**src/rtl/cfgport_pkg.sv**
```systemverilog
package cfgport_pkg;
  localparam logic [7:0] EXIT_CODE  = 8'hAA;
  localparam logic [7:0] IDX_LDN    = 8'h07;
  localparam logic [7:0] IDX_CHIPLO = 8'h20;
  localparam logic [7:0] IDX_CHIPHI = 8'h21;
  localparam logic [7:0] IDX_VENA   = 8'h23;
  localparam logic [7:0] IDX_VENB   = 8'h24;
  localparam logic [7:0] IDX_BASEHI = 8'h60;
  localparam logic [7:0] IDX_BASELO = 8'h61;
  localparam logic [7:0] IDX_XCVR   = 8'hF0;
  localparam logic [7:0] VEN_A      = 8'h19;
  localparam logic [7:0] VEN_B      = 8'h34;
  localparam logic [7:0] XCVR_MASK  = 8'h3C;

  typedef enum logic [1:0] {LK_IDLE, LK_HALF, LK_OPEN} lock_state_e;

  function automatic logic [7:0] key_for(input logic [1:0] sel);
    case (sel)
      2'd0:    return 8'h77;
      2'd1:    return 8'hA0;
      2'd2:    return 8'h87;
      default: return 8'h67;
    endcase
  endfunction

  function automatic logic [15:0] base_for(input int ch);
    case (ch)
      0:       return 16'h03F8;
      1:       return 16'h02F8;
      2:       return 16'h03E8;
      3:       return 16'h02E8;
      default: return 16'h0000;
    endcase
  endfunction
endpackage

```
**src/rtl/cfgport_unlock.sv**
```systemverilog
module cfgport_unlock
  import cfgport_pkg::*;
(
  input  logic       clk,
  input  logic       rst_n,
  input  logic       idx_wr,
  input  logic [7:0] wdata,
  input  logic [7:0] key,
  output logic       open_o,
  output logic [7:0] idx_o
);
  lock_state_e state;

  always_ff @(posedge clk) begin
    if (!rst_n) begin
      state <= LK_IDLE;
      idx_o <= 8'h00;
    end else if (idx_wr) begin
      case (state)
        LK_IDLE: state <= (wdata == key) ? LK_HALF : LK_IDLE;
        LK_HALF: state <= (wdata == key) ? LK_OPEN : LK_IDLE;
        default: begin
          if (wdata == EXIT_CODE) state <= LK_IDLE;
          else                    idx_o <= wdata;
        end
      endcase
    end
  end

  assign open_o = (state == LK_OPEN);

  // opening only follows a key write on the index port
  a_r2_open_after_key: assert property (@(posedge clk) disable iff (!rst_n)
    $rose(open_o) |-> $past(idx_wr && (wdata == key)));

  // exit byte closes the interface and leaves the index alone
  a_r4_exit_locks: assert property (@(posedge clk) disable iff (!rst_n)
    (open_o && idx_wr && (wdata == EXIT_CODE)) |=> (!open_o && $stable(idx_o)));
endmodule

```
**src/rtl/cfgport_chan.sv**
```systemverilog
module cfgport_chan
  import cfgport_pkg::*;
#(
  parameter int CH = 0
) (
  input  logic        clk,
  input  logic        rst_n,
  input  logic        wr_en,
  input  logic [7:0]  idx,
  input  logic [7:0]  wdata,
  output logic [15:0] base_o,
  output logic [7:0]  ctrl_o
);
  always_ff @(posedge clk) begin
    if (!rst_n) begin
      base_o <= base_for(CH);
      ctrl_o <= 8'h00;
    end else if (wr_en) begin
      case (idx)
        IDX_BASEHI: base_o[15:8] <= wdata;
        IDX_BASELO: base_o[7:0]  <= wdata;
        IDX_XCVR:   ctrl_o       <= wdata & XCVR_MASK;
        default: ;
      endcase
    end
  end

  // unstored control bits never become set
  a_r10_ctrl_bits: assert property (@(posedge clk) disable iff (!rst_n)
    wr_en |=> ((ctrl_o & ~XCVR_MASK) == 8'h00));
endmodule

```
**src/rtl/cfgport_top.sv**
```systemverilog
module cfgport_top
  import cfgport_pkg::*;
#(
  parameter int          NUM_CH   = 4,
  parameter int          ADDR_W   = 16,
  parameter logic [15:0] CHIP_ID  = 16'h1602,
  parameter logic [15:0] PRI_BASE = 16'h004E,
  parameter logic [15:0] ALT_BASE = 16'h002E
) (
  input  logic                  clk,
  input  logic                  rst_n,
  input  logic                  strap_base_sel,
  input  logic [1:0]            strap_key_sel,
  input  logic [ADDR_W-1:0]     io_addr,
  input  logic                  io_wr,
  input  logic                  io_rd,
  input  logic [7:0]            io_wdata,
  output logic                  rd_valid,
  output logic [7:0]            rdata,
  output logic                  cfg_active,
  output logic [NUM_CH*16-1:0]  ch_base,
  output logic [NUM_CH*8-1:0]   ch_ctrl
);
  localparam int LDN_W = (NUM_CH > 1) ? $clog2(NUM_CH) : 1;

  logic [ADDR_W-1:0] base_addr;
  logic              hit_idx, hit_dat, idx_wr, dat_wr, ldn_ok;
  logic [7:0]        idx, ldn, rd_val, key;
  logic [15:0]       base_arr [NUM_CH];
  logic [7:0]        ctrl_arr [NUM_CH];
  logic [15:0]       sel_base;
  logic [7:0]        sel_ctrl;

  assign base_addr = strap_base_sel ? ADDR_W'(ALT_BASE) : ADDR_W'(PRI_BASE);
  assign hit_idx   = (io_addr == base_addr);
  assign hit_dat   = (io_addr == base_addr + ADDR_W'(1));
  assign idx_wr    = io_wr & hit_idx;
  assign dat_wr    = io_wr & hit_dat & cfg_active;
  assign ldn_ok    = (ldn < 8'(NUM_CH));
  assign key       = key_for(strap_key_sel);

  cfgport_unlock u_unlock (
    .clk    (clk),
    .rst_n  (rst_n),
    .idx_wr (idx_wr),
    .wdata  (io_wdata),
    .key    (key),
    .open_o (cfg_active),
    .idx_o  (idx)
  );

  always_ff @(posedge clk) begin
    if (!rst_n)                          ldn <= 8'h00;
    else if (dat_wr && idx == IDX_LDN)   ldn <= io_wdata;
  end

  for (genvar g = 0; g < NUM_CH; g++) begin : g_ch
    cfgport_chan #(.CH(g)) u_chan (
      .clk    (clk),
      .rst_n  (rst_n),
      .wr_en  (dat_wr && ldn_ok && (ldn == 8'(g))),
      .idx    (idx),
      .wdata  (io_wdata),
      .base_o (base_arr[g]),
      .ctrl_o (ctrl_arr[g])
    );
    assign ch_base[g*16 +: 16] = base_arr[g];
    assign ch_ctrl[g*8 +: 8]   = ctrl_arr[g];
  end

  assign sel_base = ldn_ok ? base_arr[ldn[LDN_W-1:0]] : 16'h0000;
  assign sel_ctrl = ldn_ok ? ctrl_arr[ldn[LDN_W-1:0]] : 8'h00;

  always_comb begin
    rd_val = 8'h00;
    if (hit_idx) begin
      rd_val = cfg_active ? idx : 8'hFF;
    end else if (!cfg_active) begin
      rd_val = 8'hFF;
    end else begin
      case (idx)
        IDX_LDN:    rd_val = ldn;
        IDX_CHIPLO: rd_val = CHIP_ID[7:0];
        IDX_CHIPHI: rd_val = CHIP_ID[15:8];
        IDX_VENA:   rd_val = VEN_A;
        IDX_VENB:   rd_val = VEN_B;
        IDX_BASEHI: rd_val = sel_base[15:8];
        IDX_BASELO: rd_val = sel_base[7:0];
        IDX_XCVR:   rd_val = sel_ctrl;
        default:    rd_val = 8'h00;
      endcase
    end
  end

  always_ff @(posedge clk) begin
    if (!rst_n) begin
      rd_valid <= 1'b0;
      rdata    <= 8'h00;
    end else begin
      rd_valid <= io_rd & (hit_idx | hit_dat);
      rdata    <= (io_rd & (hit_idx | hit_dat)) ? rd_val : 8'h00;
    end
  end

  // data writes while locked leave every channel register unchanged
  a_r5_locked_wr_ignored: assert property (@(posedge clk) disable iff (!rst_n)
    (io_wr && hit_dat && !cfg_active) |=> ($stable(ch_base) && $stable(ch_ctrl)));

  // valid read data only follows a read that hit a port
  a_r6_valid_source: assert property (@(posedge clk) disable iff (!rst_n)
    rd_valid |-> $past(io_rd && (hit_idx || hit_dat)));

  // an out-of-range device number blocks bank writes
  a_r8_ldn_range: assert property (@(posedge clk) disable iff (!rst_n)
    (dat_wr && !ldn_ok) |=> ($stable(ch_base) && $stable(ch_ctrl)));
endmodule

```
**config.mk**
```make
export PLATFORM = sky130hd
export DESIGN_NAME = cfgport_top
export DESIGN_NICKNAME = d
export VERILOG_FILES = /design/src/rtl/cfgport_pkg.sv /design/src/rtl/cfgport_unlock.sv /design/src/rtl/cfgport_chan.sv /design/src/rtl/cfgport_top.sv
export SDC_FILE = /design/constraint.sdc
export NUM_CORES = 1
export LEC_CHECK = 0
export ABC_AREA = 1
export BUFFER_PORTS_ARGS = -buffer_cell sky130_fd_sc_hd__buf_2
export CAP_MARGIN = 40
export CORE_UTILIZATION = 58
export CTS_CLUSTER_DIAMETER = 150
export DETAILED_ROUTE_END_ITERATION = 6
export MAX_ROUTING_LAYER = met4
export PLACE_DENSITY = 0.86
export RECOVER_POWER = 25
export SETUP_SLACK_MARGIN = 0.3
export SYNTH_ARGS = -nofsm -noshare
export SYNTH_HDL_FRONTEND = slang
export SYNTH_SLANG_ARGS = --single-unit
```
**constraint.sdc**
```tcl
create_clock -name clk -period 3.73 [get_ports clk]
set_input_delay 0.1865 -clock clk [delete_from_list [all_inputs] [get_ports clk]]
set_output_delay 0.1865 -clock clk [all_outputs]
set_load 0.01 [all_outputs]
```
==> results.tsv <==
stage	metric	value	unit
outcome	status	finished clean	
clock_tree	clk_pin_slew_worst_paths	0.11	ns
die	core.rowCount	35	
setup_path	critical-path-top-delay-family	simple AND/OR/NAND/NOR gates	
die	chipHeight	100	µm
setup_path	crit_top_cell	nor2_1	
setup_path	ff2ff_path_depth	6	
die	die-area	10100	µm²
setup_path	cp.depth	6	
clock_tree	clockRootBuffer	clkbuf_8	
placed_design	dp_slack	1.38	ns
setup_path	crit_type	reg2reg	
routing	wire_per_inst	13.9	µm
timing	worst_slack	1.35	ns
cells_and_area	final_nets	1038	
global_route	grt_overflow	0	
global_route	gr-usage-met3	3.61	%
clock_tree	cts_made_buffers	9	
placed_design	port_buffers	120	
flow_run	max-cap-violations	0	
setup_path	required	4.00	ns
timing	setup_tns	0	ns
clock_tree	post_cts_buffers	0	
timing	fmax	0.420	GHz
routing	vias	6013	
clock_tree	cts_sinks	107	
global_route	grt_util_met2	49.8	%
setup_path	reg2reg_from	u_unlock.idx_o[0]	
cells_and_area	final_layout_size_suffix_gt1_share	10.9	%
timing	report.final.slew_viol_count	0	
logic_synthesis	netlist_area	5620	µm²
setup_path	path_cells	nor2_1 -> nand2_1 -> nor2_4 -> nand4_1 -> nor2_1 -> nor2_1	
setup_path	end_kind	register	
logic_synthesis	yosys_register_bits	107	
timing	slew_headroom	45.0	%
power_and_ir_drop	p_leak	3.29	nW
cells_and_area	fillCellCount	881	
cells_and_area	final_cell_area	6330	µm²
clock_tree	worstSkewPairLatency	0.38	ns
die	start_util	60.3	%
worst_hold_path	min_from	io_wr	
clock_tree	clockBufferDepth	2	
global_route	grt_start_max_net_pins	49	
routing	drt-initial-drc-count	543	
worst_hold_path	hold_depth	5	
timing	setup_viol	0	
setup_path	crit_path_start	u_unlock.idx_o[0]	
power_and_ir_drop	power_density	315	nW/µm²
global_route	grt.busiest_layer	met2	
logic_synthesis	synth.avg_cell_area	6.14	µm²
timing	fin_crit_sh	63.9	%
global_route	grt_pass1_vias	5170	
die	pin_count	137	
global_route	grtUsageMet1	45.5	%
power_and_ir_drop	power	1.99	mW
clock_tree	cts.hold.buffers_added	0	
routing	first_pass_iters	7	
global_route	antenna_found_initial	0	
timing	skew	0.0111	ns
placed_design	dp_hpwl	10.9	mm
placed_design	placed_cell_area	6180	µm²
logic_synthesis	syn_inst	915	
cells_and_area	diodes	0	
setup_path	crit_path_max_incr_delay	0.65	ns
routing	drt-vias-per-instance	5.28	
setup_path	critPathLaunchType	register	
routing	final_antenna_net_count	0	
worst_hold_path	hold_class	in2reg	
cells_and_area	layout_common_cells	300 x nand2_1, 150 x nor2_1, 107 x dfxtp_1, 94 x inv_1, 76 x nand3_1	
cells_and_area	final_common_cell	nand2_1	
setup_path	path_max_fanout	19	
timing	rsz0062_at_grt	no	
timing	finalCriticalPeriod	2.38	ns
die	core_area	9330	µm²
global_route	grt_pass1_wl	25.4	mm
clock_tree	cts_tree	yes	
placed_design	gp_congestion	0.942	
clock_tree	cts_resized	0	
logic_synthesis	ys_types	26	
timing	tightest_slew	0.821	ns
global_route	grt_usage	33.1	%
power_and_ir_drop	ir_worst_vdd	0.000221	V
timing	hold_viol_final	0	
cells_and_area	syn_to_final_growth	12.6	%
logic_synthesis	synth_warnings	0	
setup_path	worst-path-buf-inv	0	
setup_path	cp.arrival	2.65	ns
die	die_w	100	µm
clock_tree	htree_levels	3	
routing	drc	0	
setup_path	cp_slowest_cell	nand4_1	
routing	wl	15.9	mm
logic_synthesis	seq_area_frac_synth	38.1	%
path summary, 6_finish.rpt:
| check | end | slack (ns) |
|---|---|---|
| worst max register to register | g_ch[1].u_chan.base_o[12] | 1.35 |
| worst min register to register | ldn[3] | 0.48 |
| worst min-delay path | u_unlock.state[1] | 0.17 |
| worst max-delay path | g_ch[1].u_chan.base_o[12] | 1.35 |
cell type report:
type | count | area, µm² | share of cell area [%]
multi-input combinational | 663 | 2840 | 44.9
sequential | 107 | 2140 | 33.8
timing repair buffer | 127 | 612 | 9.67
inverter | 96 | 360 | 5.69
tap | 129 | 161 | 2.55
clock buffer | 10 | 138 | 2.17
clock inverter | 6 | 72.6 | 1.15
tightest hold or removal path, delay by kind of cell:
kind | cells | cell delay, ns
buf+inv | 1 | 0.12
simple gates | 4 | 0.20
through the flow:
step           std cells  hold slack (ns)  util [%]
2_1_floorplan        930            0.321         -
3_3_place_gp        1120            0.451      65.9
3_5_place_dp        1122            0.460      66.3
4_1_cts             1138            0.172      68.5
5_1_grt             1138            0.210      67.8
6_report            1138            0.167      67.8
state kept, by name, summed over array words and instances (netlist names):
signal and cells:
u_unlock.state 2, g_ch.u_chan.ctrl_o 16, g_ch.u_chan.base_o 64, u_unlock.idx_o 8
rdata 8, ldn 8, rd_valid 1
kinds of logic after synthesis:
logic type,count (synthesis),share of synthesized area (%)
DFF,107,38.1
AOI/OAI and AO/OA,78,7.14
buffers and inverters,160,12.3
and+or+nand+nor,566,41.7
adders and majority gates,3,0.668
other,1,0.0667
report_power, final:
part,internal (mW),switching [mW]
logic,0.0230,0.0644
clock network,0.336,0.427
registers,1.14,0.000000559
total,1.50,0.491
per-layer routing:
metal / wire length (µm) / vias up
met5: 0 / -
met4: 456 / 0
met3: 1410 / 43
met2: 7180 / 300
met1: 6810 / 2697
li1: - / 2973
synthesized netlist by cell type:
cell type / n / area, µm²
a21oi_1: 41 / 205
a22oi_1: 4 / 30.0
buf_1: 3 / 11.3
buf_2: 17 / 85.1
buf_4: 17 / 128
buf_6: 1 / 11.3
clkbuf_1: 26 / 97.6
conb_1: 1 / 3.75
dfxtp_1: 107 / 2140
ha_1: 3 / 37.5
inv_1: 94 / 353
inv_2: 2 / 7.51
nand2_1: 300 / 1130
nand2_2: 1 / 6.26
nand3_1: 76 / 380
nand3b_1: 3 / 22.5
nand4_1: 19 / 119
nor2_1: 150 / 563
nor2_2: 9 / 56.3
nor2_4: 2 / 22.5
nor3_1: 2 / 10.0
nor3_4: 1 / 16.3
nor3b_1: 2 / 15.0
o21ai_0: 32 / 160
o22ai_1: 1 / 6.26
or2_2: 1 / 6.26
(Power assumes the default switching activity.)
